==> src/rtl/vrr_vt_pkg.sv <==
package vrr_vt_pkg;
    typedef enum logic {
        PH_RUN  = 1'b0,
        PH_TAIL = 1'b1
    } vt_phase_e;

    localparam logic [1:0] PUSH_GO = 2'b11;
endpackage

==> src/rtl/vrr_window.sv <==
module vrr_window #(
    parameter int LW = 12
) (
    input  logic [LW-1:0] flipline_reg,
    input  logic [LW-1:0] vmin_reg,
    input  logic [LW-1:0] vmax_reg,
    input  logic [LW-1:0] guardband,
    output logic [LW-1:0] earliest,
    output logic [LW-1:0] latest
);
    logic [LW-1:0] floor_flip;
    logic [LW-1:0] floor_vmin;
    logic [LW-1:0] floor_tot;

    always_comb begin
        floor_flip = flipline_reg + LW'(1);
        floor_vmin = vmin_reg + LW'(2);
        floor_tot  = (floor_flip > floor_vmin) ? floor_flip : floor_vmin;
        earliest   = floor_tot - guardband;
        latest     = vmax_reg + LW'(1) - guardband;
    end
endmodule

==> src/rtl/vrr_push_flag.sv <==
module vrr_push_flag
    import vrr_vt_pkg::*;
(
    input  logic       clk,
    input  logic       rst_n,
    input  logic       wr,
    input  logic [1:0] wdata,
    input  logic       consume,
    input  logic       drop,
    output logic       pending
);
    logic pend_d, pend_q;

    always_comb begin
        pend_d = pend_q;
        if (consume || drop) pend_d = 1'b0;
        if (wr && (wdata == PUSH_GO)) pend_d = 1'b1;
    end

    always_ff @(posedge clk) begin
        if (!rst_n) pend_q <= 1'b0;
        else        pend_q <= pend_d;
    end

    assign pending = pend_q;

    // the send bit can only become set after a write with both bits set
    a_r6_push_needs_both: assert property (@(posedge clk) disable iff (!rst_n)
        $rose(pend_q) |-> $past(wr && (wdata == PUSH_GO)));
endmodule

==> src/rtl/vrr_vtimer.sv <==
module vrr_vtimer
    import vrr_vt_pkg::*;
#(
    parameter int LW = 12
) (
    input  logic          clk,
    input  logic          rst_n,
    input  logic          line_tick,
    input  logic          vrr_en,
    input  logic [LW-1:0] vtotal_reg,
    input  logic [LW-1:0] vblank_start,
    input  logic [LW-1:0] vmin_reg,
    input  logic [LW-1:0] vmax_reg,
    input  logic [LW-1:0] flipline_reg,
    input  logic [LW-1:0] guardband,
    input  logic          push_wr,
    input  logic [1:0]    push_wdata,
    output logic [LW-1:0] line_cnt,
    output logic          vblank,
    output logic          frame_start,
    output logic          reg_latch,
    output logic          push_pending,
    output logic          vrr_live
);
    typedef struct packed {
        logic [LW-1:0] cnt;
        logic [LW-1:0] tail_end;
        vt_phase_e     phase;
        logic          live;
        logic          vblank;
        logic          fstart;
        logic          latch;
    } vt_state_t;

    vt_state_t     st_d, st_q;
    logic [LW-1:0] earliest, latest;
    logic [LW-1:0] nxt;
    logic          wrap;
    logic          consume, drop;

    vrr_window #(.LW(LW)) u_window (
        .flipline_reg (flipline_reg),
        .vmin_reg     (vmin_reg),
        .vmax_reg     (vmax_reg),
        .guardband    (guardband),
        .earliest     (earliest),
        .latest       (latest)
    );

    vrr_push_flag u_push (
        .clk     (clk),
        .rst_n   (rst_n),
        .wr      (push_wr),
        .wdata   (push_wdata),
        .consume (consume),
        .drop    (drop),
        .pending (push_pending)
    );

    always_comb begin
        st_d        = st_q;
        st_d.fstart = 1'b0;
        st_d.latch  = 1'b0;
        consume     = 1'b0;
        drop        = 1'b0;
        nxt         = st_q.cnt + LW'(1);
        if (st_q.live) wrap = (st_q.phase == PH_TAIL) && (st_q.cnt == st_q.tail_end);
        else           wrap = (st_q.cnt == vtotal_reg);
        if (line_tick) begin
            if (wrap) begin
                st_d.cnt    = '0;
                st_d.phase  = PH_RUN;
                st_d.fstart = 1'b1;
                st_d.live   = vrr_en;
                drop        = !vrr_en;
            end else begin
                st_d.cnt = nxt;
                if (st_q.live && (st_q.phase == PH_RUN) && (nxt >= earliest) &&
                    (push_pending || (nxt >= latest))) begin
                    st_d.latch    = 1'b1;
                    st_d.phase    = PH_TAIL;
                    st_d.tail_end = nxt + guardband - LW'(1);
                    consume       = 1'b1;
                end
                if (!st_q.live && (nxt == vblank_start)) st_d.latch = 1'b1;
            end
            st_d.vblank = (st_d.cnt >= vblank_start);
        end
    end

    always_ff @(posedge clk) begin
        if (!rst_n) st_q <= '0;
        else        st_q <= st_d;
    end

    assign line_cnt    = st_q.cnt;
    assign vblank      = st_q.vblank;
    assign frame_start = st_q.fstart;
    assign reg_latch   = st_q.latch;
    assign vrr_live    = st_q.live;

    a_r1_fixed_bound: assert property (@(posedge clk) disable iff (!rst_n)
        !vrr_live |-> (line_cnt <= vtotal_reg));
    a_r2_start_line0: assert property (@(posedge clk) disable iff (!rst_n)
        frame_start |-> (line_cnt == '0) && !vblank);
    a_r4_not_early: assert property (@(posedge clk) disable iff (!rst_n)
        (reg_latch && vrr_live) |-> (line_cnt >= earliest));
    a_r5_by_ceiling: assert property (@(posedge clk) disable iff (!rst_n)
        (vrr_live && (st_q.phase == PH_RUN)) |-> (line_cnt < latest));
    a_r9_mode_at_boundary: assert property (@(posedge clk) disable iff (!rst_n)
        !frame_start |-> $stable(vrr_live));
endmodule

==> config.mk <==
export PLATFORM = sky130hd
export DESIGN_NAME = vrr_vtimer
export DESIGN_NICKNAME = d
export VERILOG_FILES = /design/src/rtl/vrr_vt_pkg.sv /design/src/rtl/vrr_window.sv /design/src/rtl/vrr_push_flag.sv /design/src/rtl/vrr_vtimer.sv
export SDC_FILE = /design/constraint.sdc
export NUM_CORES = 1
export LEC_CHECK = 0
export ABC_AREA = 0
export BUFFER_PORTS_ARGS = -buffer_cell sky130_fd_sc_hd__buf_2
export CORE_UTILIZATION = 27
export CTS_CLUSTER_SIZE = 20
export DETAILED_ROUTE_END_ITERATION = 10
export RECOVER_POWER = 25
export SLEW_MARGIN = 20
export SYNTH_ARGS = -nofsm -noshare
export SYNTH_HDL_FRONTEND = slang
export SYNTH_SLANG_ARGS = --single-unit
==> constraint.sdc <==
create_clock -name clk -period 9.3 [get_ports clk]
set_input_delay 2.79 -clock clk [delete_from_list [all_inputs] [get_ports clk]]
set_output_delay 2.79 -clock clk [all_outputs]
set_load 0.01 [all_outputs]
# ---- Yosys cells after proc, flatten, opt, wreduce, memory -nomap -nowiden
# Index checks and enable logic that the tools add are counted.
dict set report op_classes {
  addsub 8
  multipliers 0
  n_div 0
  n_lt_le_gt_ge 4
  eq_ne 4
  n_shift 0
  n_mux 15
  bitwise 4
  n_reduce_logical 17
}
# cell n
set op_table {}
lappend op_table {{$add A12 B1 Y12 const B} 3}
lappend op_table {{$eq A12 B12 Y1} 3}
lappend op_table {{$ge A12 B12 Y1} 3}
lappend op_table {{$mux W12} 3}
lappend op_table {{$sub A12 B12 Y12} 2}
lappend op_table {{$add A12 B12 Y12} 1}
lappend op_table {{$add A12 B2 Y12 const B} 1}
lappend op_table {{$gt A12 B12 Y1} 1}
lappend op_table {{$mux W1} 12}
lappend op_table {{$sub A12 B1 Y12 const B} 1}
lappend op_table {{$logic_and A1 B1 Y1} 6}
lappend op_table {{$reduce_and A2 Y1} 3}
lappend op_table {{$not A1 Y1} 4}
lappend op_table {{$reduce_bool A2 Y1} 2}
lappend op_table {{$reduce_and A3 Y1} 1}
lappend op_table {{$reduce_or A3 Y1} 1}
lappend op_table {{$eq A2 B2 Y1 const B} 1}
lappend op_table {{$logic_not A1 Y1} 2}
lappend op_table {{$logic_or A1 B1 Y1} 2}
dict set report totals {
  reg_bits 30
  latchBits 0
  ram_bits 0
  mem_bits_ro 0
  in_bits 79
  output_inout_bits 17
  word_cells 60
  mem_count 0
}

# ---- Depth between registers and ports, before layout
# Gate-level depths: netlist of run 1.
dict set report logic_depth {
  depth_word 13
  ltp_mapped 31
  depth_no_buf 30
}

# ---- Modules after synthesis
# Synthesis of run 1 repeated with hierarchy kept, for this count alone.
dict set report hier_totals {
  cells_unflattened 744
  area_unflattened_um2 5607.9
}
# mod n_inst cells_each area_per_inst_um2 seq_area_each_um2
set modules_own_cells {}
lappend modules_own_cells {vrr_vtimer 1 481 3636.0 580.6}
lappend modules_own_cells {vrr_window 1 260 1929.4 0.0}
lappend modules_own_cells {vrr_push_flag 1 3 42.5 20.0}

# ---- Worst setup path after synthesis of run 1
# OpenSTA, ideal clock, no wires.
dict set report synth_timing {
  kind {input to register}
  start {input flipline_reg[2]}
  end {register st_q[6] (netlist name)}
  setup_time_ns 0.132
  arrival_ns 8.300
  setup_slack_ns 0.868
  cell_stages 29
  cell_sequence {nand3_1 nor3_1 and3_1 xnor2_1 inv_1 ha_1 a21oi_1 o21ai_0 a2111oi_0 a21oi_1 clkbuf_1 mux2i_1 ha_1 fa_1 nor2b_1 o21ai_0 a21oi_1 o21ai_0 a21oi_1 xnor2_1 ha_1 nand4_1 or3_1 o31ai_1 a21oi_1 or4_1 clkbuf_1 o21ai_0 a21oi_1}
}
dict set report synth_via {
  elab_chain_cells 8
}
# item line
set synth_rtl {}
lappend synth_rtl {{start, declared} vrr_vtimer.sv:14} ;# input logic [LW-1:0] flipline_reg,
lappend synth_rtl {{$add A12 B1 Y12 (*)} vrr_window.sv:16} ;# floor_flip = flipline_reg + LW'(1);
lappend synth_rtl {{$gt A12 B12 Y1} vrr_window.sv:18} ;# floor_tot = (floor_flip > floor_vmin) ? floor_flip : floor_vmin;
lappend synth_rtl {{$mux W12 (*)} vrr_window.sv:18}
lappend synth_rtl {{$sub A12 B12 Y12 (*)} vrr_window.sv:19} ;# earliest = floor_tot - guardband;
lappend synth_rtl {{$ge A12 B12 Y1 (*)} vrr_vtimer.sv:78} ;# if (st_q.live && (st_q.phase == PH_RUN) && (nxt >= earliest) &&
lappend synth_rtl {{$logic_and A1 B1 Y1 (*) (2 in series)} vrr_vtimer.sv:78}
lappend synth_rtl {{$reduce_and A3 Y1 (no source line) (*)} --}
lappend synth_rtl {{end signal, assigned} vrr_vtimer.sv:93} ;# else st_q <= st_d;
lappend synth_rtl {{end, declared} vrr_vtimer.sv:35} ;# vt_state_t st_d, st_q;
# Every way passes the cells marked *; elsewhere a longest branch is shown, timed or not.
# A chain may end at the register's enable or synchronous reset.

# ---- Worst setup path in the final report of run 1
dict set report layout_timing {
  start {input flipline_reg[2]}
  end {register st_q[12] (netlist name)}
}
# The elaborated chain is that of the path after synthesis.

==> flow_summary.ini, run 1 <==
[run_status]
status = completed

[timing]
setup_viol = 0
finalClockSkew_ps = 6.61
rsz0062_at_grt = no
maxSlewViolCount = 0
min_period_ps = 8660
tns_ps = 0
hold_viol_final = 0
fmax_mhz = 116
relSlewSlack_pct = 42.0
tightest_slew_ps = 869
fin_ws_ps = 642
final.period_utilization_pct = 93.1

[yosys]
synthXorXnorAreaFrac_pct = 14.8
synth_most_common_cell = ha_1
post_synth_mux_area_share_pct = 2.62
syn_area_um2 = 5450
synthArstFlopShare_pct = 0
ys_ff_latch = 30
syn-num-nets = 903
synth_area_per_cell_um2 = 7.60
synth_adder_area_share_pct = 25.0
synth_cell_type_count = 62
synth_cells = 717
synth.area.top_cells = ha_1 24%, dfxtp_1 11%, xnor2_1 9.8%, inv_1 6.2%, a21oi_1 5.3%
synth_compound_area_share_pct = 18.2
synth_top_family_by_area = adder cells
ys_seq_area_share_pct = 11.0
yosysTopAreaCellShare_pct = 23.9
ys_top_cells_by_count = 104 x ha_1, 90 x inv_1, 61 x xnor2_1
yosys.area_share.simple_pct = 18.2
ys.flop_type = dfxtp_1
yosys.area.top_type = ha_1
synth_edf_count = 0
yosys_warnings = 0

[clock_network]
postCtsSetupBuffers = 0
clkTransAtPathRegs_ps = 50
clock_path_buffers = 2
clk_latency_ps = 280
cts_sinks = 30
ctsHoldBuffers = 0
htree_levels = 2
clockRootBuffer = clkbuf_16
cts_buffers = 5
tritoncts = built

[layout]
stdcell_area_um2 = 6200
nets = 974
area_growth_pct = 13.8
instances_no_fill = 1054
finish.utilization_pct = 31.6
fill_cells = 2163
antenna_cells = 0
drive_above_1_share_pct = 13.7

[worst_setup_path]
startpoint_type = primary input
cp_data_required_time_ps = 9420
startpoint = flipline_reg[2]
setup.worst_path.end_class = register
r2r_end = st_q[12]
criticalPathCategory = in -> reg
critPathMostFrequentCell = a21oi_1
crit_end = st_q[12]
ff2ff_path_depth = 13
path_buf_inv = 2
r2r_slack_ps = 4950
arrival_ps = 8780
slowest_delay_ps = 650
crit_family = compound AO/OA/AOI/OAI gates
cpMaxStageDelayCell = or4_1
crit_fanout = 8
cp_num_cells = 28
r2r_start = line_cnt[0]

[floorplanning]
fp.dieH_um = 144
start_util_pct = 27.7
ioPinCount = 96
std_cell_rows = 51
fp.coreArea_um2 = 19700
dieArea_um2 = 20800
die_w_um = 144

[placement]
pre_cts_slack_ps = 259
numPortBuffers = 95
place_inst = 1046
dpl_cell_area_um2 = 6070
gp_congestion = 0.884
hpwlAfterDp_um = 12000

[drt]
remaining_drc_errors = 0
vias_per_cell = 4.71
drt-initial-drc-count = 194
drt_pass1_iterations = 5
drt_wl_total_um = 14100
wl_per_cell_um = 13.4
num_vias = 4965
ant_nets = 0

[flow_run]
maxCapViolCount = 0

[power]
leakage_nw = 3.00
power.density_nw_per_um2 = 94.1
irDropWorstVdd_v = 0.0000484

[global_routing]
antenna_found_initial = 1
grt_overflow_total = 0
grt.total_usage_pct = 13.8
grt_pass1_vias = 4797
grt_max_degree = 30
grt_pass1_wl_um = 22800

[min_path]
hold_class = reg -> reg
-- placed cells by master, fill, tap and decap left out, types with 5 or more instances in the layout --
cell | synthesis | routed
a22oi_1 | 5 | 5
nor2b_1 | 10 | 10
nand2b_1 | 8 | 8
ha_1 | 104 | 104
dfxtp_1 | 30 | 30
xor2_1 | 29 | 29
nand4_1 | 16 | 16
o21a_1 | 5 | 5
xnor2_1 | 61 | 61
inv_1 | 90 | 90
nor2_1 | 46 | 46
a21o_1 | 14 | 14
nand3_1 | 26 | 26
clkbuf_16 | 0 | 5
buf_2 | 4 | 84
nor4_1 | 5 | 5
and3_1 | 9 | 9
nand2_1 | 35 | 35
nor3_1 | 13 | 13
mux2i_1 | 12 | 12
or3_1 | 5 | 5
clkbuf_1 | 10 | 12
o21ai_0 | 39 | 39
a21oi_1 | 58 | 58
-- registers in the layout, summed over array words and instances, names as in the netlist --
register        flops
line_cnt           12
u_push.pending      1
vrr_live            1
frame_start         1
vblank              1
reg_latch           1
st_q               13
-- worst register-to-register path, delay by kind of cell (launching register included) --
| family | cells | cell delay, ps |
|---|---|---|
| AOI/OAI and AO/OA | 4 | 680 |
| xor gates and xnor gates | 1 | 450 |
| adders and majority gates | 2 | 750 |
| buffers and inverters | 1 | 150 |
| DFF | 1 | 690 |
| and+or+nand+nor | 5 | 1480 |
-- layout make-up --
type                            count  area [µm²]  area share (%)
Tap cell                          265         332            5.34
Inverter                           91         342            5.51
Clock inverter                      1        5.00          0.0807
Multi-Input combinational cell    562        4300            69.3
Timing Repair Buffer               98         484            7.81
Sequential cell                    30         601            9.68
Clock buffer                        7         143            2.30
-- timing repair --
item	in CTS	in global routing
hold endpoints to repair	0	0
setup endpoints to repair	0	11
gates resized for setup	0	1
-- report_power, final --
group	switching, W	leakage, nW	internal, W
logic	0.000158	2.68	0.000131
registers	0.00000291	0.242	0.000130
clock network	0.0000564	0.0739	0.000106
total	0.000217	3.00	0.000366
-- worst min path at each step --
stage / start / end / slack (ps) / cells past startpoint
floorplan: st_q[11] / st_q[11] / 460 / 2
global route: st_q[11] / st_q[11] / 500 / 2
detailed placement: st_q[9] / st_q[9] / 480 / 2
CTS: st_q[9] / st_q[9] / 490 / 2
global placement: st_q[11] / st_q[11] / 470 / 2
finish: st_q[9] / st_q[9] / 480 / 2
-- per-stage QoR --
stage / hold slack [ps] / total power, W
final: 484 / 0.000584
after global placement: 473 / 0.000422
after floorplan: 462 / 0.000348
after global routing: 498 / 0.000635
after CTS: 488 / 0.000590
after detailed placement: 483 / 0.000426
-- cells by family (layout without fill, tap and decap cells) --
| logic type | count (synthesis) | after routing |
|---|---|---|
| and+or+nand+nor | 191 | 191 |
| AOI/OAI and AO/OA | 159 | 159 |
| buffers and inverters | 125 | 197 |
| adders and majority gates | 107 | 107 |
| xor gates and xnor gates | 91 | 91 |
| DFF | 30 | 30 |
| muxes | 14 | 14 |
-- routing by layer --
| layer | routed length (µm) | GRT usage (%) | up-vias |
|---|---|---|---|
| li1 | - | - | 2641 |
| met1 | 7090 | 18.3 | 2188 |
| met2 | 6230 | 23.4 | 115 |
| met3 | 556 | 1.62 | 19 |
| met4 | 218 | 3.75 | 2 |
| met5 | 12 | 0 | - |
Note: power is estimated with default switching activity, not from simulation.
==> inputs of run 2 (changes only) <==
- CORE_UTILIZATION: 27 -> 59
- PLACE_DENSITY: not set -> 0.84
==> run 2 against run 1 <==
Net effect: the run now ends with DRC left; largest cell class unchanged; total power decreased by 7.1%; combinational power up 3%; sequential power about the same; die area decreased by 54%; critical path type unchanged; via count is 8.9% higher; clock skew barely moved; non-clock buffer count is the same.
==> flow_summary.ini, run 2 (same netlist as run 1, synthesis figures left out) <==
[power]
leakage_nw = 2.97
power.density_nw_per_um2 = 91.0
irDropWorstVdd_v = 0.0000528

[timing]
rsz0062_at_grt = no
finalClockSkew_ps = 6.80
relSlewSlack_pct = 43.5
fmax_mhz = 116
tns_ps = 0
setup_viol = 0
final.period_utilization_pct = 92.9
maxSlewViolCount = 0
min_period_ps = 8640
tightest_slew_ps = 847
hold_viol_final = 0

[floorplanning]
std_cell_rows = 34
dieArea_um2 = 9630
fp.coreArea_um2 = 8850
fp.dieH_um = 98.1
start_util_pct = 61.6
die_w_um = 98.1
ioPinCount = 96

[run_status]
violations = DRC
status = finished with violations

[min_path]
hold_path_startpoint = st_q[8]
hold_class = reg -> reg

[clock_network]
clkTransAtPathRegs_ps = 70
clock_path_buffers = 2
tritoncts = built
clk_latency_ps = 290
cts_sinks = 30
clockRootBuffer = clkbuf_8
postCtsSetupBuffers = 0
htree_levels = 2
cts_buffers = 5

[drt]
ant_nets = 0
drt-initial-drc-count = 344
remaining_drc_errors = 7
num_vias = 5405
drt_pass1_iterations = 8
vias_per_cell = 6.03
wl_per_cell_um = 16.1
drt_wl_total_um = 14500

[global_routing]
grt.total_usage_pct = 29.9
antenna_found_initial = 0
grt_pass1_wl_um = 23500
grt_overflow_total = 0
grt_pass1_vias = 5132
grt_max_degree = 30

[layout]
seqCellArea_um2 = 601
drive_above_1_share_pct = 13.9
reg_top3 = st_q x13, line_cnt x12
area_growth_pct = 9.32
largest_register_ffs = 13
nets = 974
regMostFlops = st_q
finish.utilization_pct = 67.3
final_common_cell = ha_1
fill_cells = 763
final_cell_mix = 104 x ha_1, 90 x inv_1, 84 x buf_2
antenna_cells = 0
multi_input_area_um2 = 4300

[worst_setup_path]
startpoint_type = primary input
cp_data_required_time_ps = 9430
setup.worst_path.end_class = register
cpMaxStageDelayCell = or4_1
ff2ff_path_depth = 13
crit_end = st_q[6]
criticalPathCategory = in -> reg
critPathMostFrequentCell = a21oi_1
slowest_delay_ps = 660
r2r_slack_ps = 4790
crit_fanout = 10
r2r_end = st_q[6]
startpoint = flipline_reg[2]
r2r_start = line_cnt[0]
arrival_ps = 8770

[placement]
gp_congestion = 0.977
hpwlAfterDp_um = 12000
numPortBuffers = 95

[flow_run]
maxCapViolCount = 0
-- run 2: changes by cell type in the layout (fill, tap and decap cells not counted) --
| cell | change |
|---|---|
| a2111oi_0 | +1 |
| a2111oi_1 | -1 |
| clkbuf_1 | -1 |
| clkbuf_16 | -5 |
| clkbuf_8 | +5 |
| clkinvlp_4 | +1 |
| nor3_1 | -1 |
| nor3_2 | +1 |
-- run 2: stage by stage --
step	total power [W]	area, µm²	std cells	hold slack (ps)	worst slack, ps
floorplan	0.000348	5450	717	462	868
global placement	0.000413	5870	889	471	618
detailed placement	0.000426	5870	889	486	309
CTS	0.000538	5970	897	495	608
global route	0.000582	5960	897	525	68.1
finish	0.000542	5960	897	488	659
-- run 2: per-layer routing --
layer / vias up / track usage (%) / part of all wire (%)
met4: 0 / 11.5 / 2.6
met2: 213 / 53.0 / 48
met1: 2525 / 37.2 / 43
met5: - / 0 / 0
li1: 2636 / - / -
met3: 31 / 2.79 / 6.1
-- run 2: cell type report --
cell class                      count  share of cell area, %
Timing Repair Buffer               98                   8.13
Inverter                           91                   5.73
Clock inverter                      2                  0.210
Multi-Input combinational cell    562                   72.2
Clock buffer                        6                   1.39
Tap cell                          108                   2.27
Sequential cell                    30                   10.1
-- run 2: repair_timing --
action	in CTS	in global routing
resized for setup	0	1
setup endpoints to repair	0	8
hold buffers	0	0
-- run 2: how the worst min path moves through the flow --
stage | end | cells past startpoint
2_1_floorplan | st_q[11] | 2
3_3_place_gp | st_q[8] | 2
3_5_place_dp | st_q[8] | 2
4_1_cts | st_q[8] | 2
5_1_grt | st_q[9] | 2
6_report | st_q[8] | 2
-- run 2: worst max-delay path, delay by kind of cell --
kind | cells | cell delay [ps]
xor+xnor | 2 | 330
compound gates | 13 | 2420
fa+ha+maj | 3 | 950
buf+inv | 3 | 440
simple gates | 8 | 1860
-- run 2: where the power goes --
| part | leakage, nW | switching (W) | internal (W) | total [W] |
|---|---|---|---|---|
| sequential | 0.242 | 0.00000297 | 0.000129 | 0.000132 |
| combinational | 2.68 | 0.000165 | 0.000131 | 0.000297 |
| clock | 0.0472 | 0.0000541 | 0.0000595 | 0.000114 |
| total | 2.97 | 0.000222 | 0.000320 | 0.000542 |
==> inputs of run 3 (changes only) <==
- CAP_MARGIN: not set -> 20
- clock period: 9.3 -> 8.1 ns (I/O delays scaled with it)
==> run 3 against run 2 <==
Net effect: worst setup slack lost 350 ps; non-clock buffer count rose by 15; flip-flop and latch count did not move; sequential power rose by 15%; global-route usage grew 1.0 points; die area did not move; highest routed layer unchanged; combinational power increased by 22%; design area rose by 2.7%; clock skew up 3.6 ps; first-iteration DRC count down 2.0%; utilization is 1.8 points higher; the run still ends with DRC left; hold slack better by 5.6 ps.
==> flow_summary.ini, run 3 (same netlist as run 1, synthesis figures left out) <==
[worst_setup_path]
startpoint_type = primary input
criticalPathCategory = in -> reg
cpMaxStageDelayCell = or4_4
crit_fanout = 8
startpoint = flipline_reg[4]
arrival_ps = 7920
r2r_start = line_cnt[0]
setup.worst_path.end_class = register
cp_data_required_time_ps = 8230
slowest_delay_ps = 480

[power]
power.internal_w = 0.000379
seqPwrFrac_pct = 23.6
pwr-share-comb_pct = 56.2
leakage_nw = 3.06
p_switching_w = 0.000266
fin_total_pwr_w = 0.000645
clock_power_share_pct = 20.2
swShare_pct = 41.3
power.density_nw_per_um2 = 105
irDropWorstVdd_v = 0.0000710

[clock_network]
htree_levels = 2
clkTransAtPathRegs_ps = 70
cts_buffers = 5
tritoncts = built
clock_path_buffers = 2
clockRootBuffer = clkbuf_8
cts_sinks = 30
ctsHoldBuffers = 0
clk_latency_ps = 290

[timing]
fmax_mhz = 128
maxSlewViolCount = 0
finalClockSkew_ps = 10.4
relSlewSlack_pct = 41.3
min_period_ps = 7790
tightest_slew_ps = 858
rsz0062_at_grt = yes
hold_viol_final = 0
final.period_utilization_pct = 96.2
setup_viol = 0
hold_ws_ps = 493

[layout]
area_growth_pct = 12.3
regMostFlops = st_q
fill_cells = 752
drive_above_1_share_pct = 16.7
antenna_cells = 0
reg_top3 = st_q x13, line_cnt x12
nets = 989
final_cell_mix = 104 x ha_1, 90 x inv_1, 85 x buf_2
stdcell_area_um2 = 6120
largest_register_ffs = 13
final_common_cell = ha_1

[placement]
gp_congestion = 0.904
numPortBuffers = 95
dpl_cell_area_um2 = 6000
hpwlAfterDp_um = 12300

[min_path]
hold_path_startpoint = st_q[9]
hold_class = reg -> reg

[floorplanning]
fp.dieH_um = 98.1
std_cell_rows = 34
fp.coreArea_um2 = 8850
die_w_um = 98.1
start_util_pct = 61.6
dieArea_um2 = 9630
ioPinCount = 96

[drt]
num_vias = 5546
remaining_drc_errors = 7
drt_wl_total_um = 15100
ant_nets = 0
wl_per_cell_um = 16.5
drt_pass1_iterations = 8
vias_per_cell = 6.08
drt-initial-drc-count = 337

[global_routing]
grt_overflow_total = 0
grt_pass1_vias = 5341
grt_max_degree = 30
grt.total_usage_pct = 30.9
grt_pass1_wl_um = 24400
antenna_found_initial = 0

[run_status]
status = finished with violations
violations = DRC

[flow_run]
maxCapViolCount = 0
[run 3: worst paths after layout]
path | endpoint | slack, ps | cells after the start
hold reg to reg | st_q[9] | 490 | 2
setup reg to reg | st_q[13] | 3770 | 13
setup / recovery | st_q[13] | 310 | 29
hold / removal | st_q[9] | 490 | 2
[run 3: layout make-up]
class	count	area [µm²]	area share, %
inverter	91	342	5.58
clock buffer	6	82.6	1.35
clock inverter	2	12.5	0.204
multi-input combinational	562	4340	70.9
sequential	30	601	9.81
timing repair buffer	113	611	9.98
tap	108	135	2.21
[run 3: worst max-delay path: cells and delay by family]
family,cells,cell delay [ps]
AO/OA/AOI/OAI,12,2100
AND/OR/NAND/NOR,7,1480
adder cells (fa/ha/maj),4,1220
buffers and inverters,3,310
XOR/XNOR,2,230
multiplexers,1,150
[run 3: power by group through the flow]
stage	Sequential (W)	Clock (W)	Combinational (W)
3_5_place_dp	0.000155	0	0.000348
3_3_place_gp	0.000155	0	0.000330
6_report	0.000152	0.000130	0.000363
2_1_floorplan	0.000153	0	0.000246
4_1_cts	0.000152	0.000129	0.000351
5_1_grt	0.000152	0.000135	0.000401
[run 3: stage by stage]
| stage | std cells | setup slack (ps) | utilization (%) | setup TNS, ps |
|---|---|---|---|---|
| final | 912 | 308 | 69.2 | 0 |
| after CTS | 912 | 36.1 | 68.9 | 0 |
| after global placement | 904 | -49.4 | 67.8 | -368 |
| after detailed placement | 904 | -374 | 67.8 | -3830 |
| after global routing | 912 | -20.5 | 69.2 | -49.6 |
| after floorplan | 717 | 27.9 | - | 0 |
[run 3: per-layer routing]
layer | global-route usage [%] | share of wire (%) | vias up
li1 | - | - | 2671
met4 | 12.4 | 3.1 | 0
met1 | 37.2 | 41 | 2571
met5 | 0 | 0 | -
met2 | 55.5 | 49 | 256
met3 | 3.72 | 7.3 | 48
[run 3: repair_timing]
action                                  CTS  global route
cloned                                    0             0
pin swaps                                 0             7
hold endpoints to repair                  0             0
resized for setup                         1            15
endpoints found under the setup margin    8            15
setup buffers                             0             0
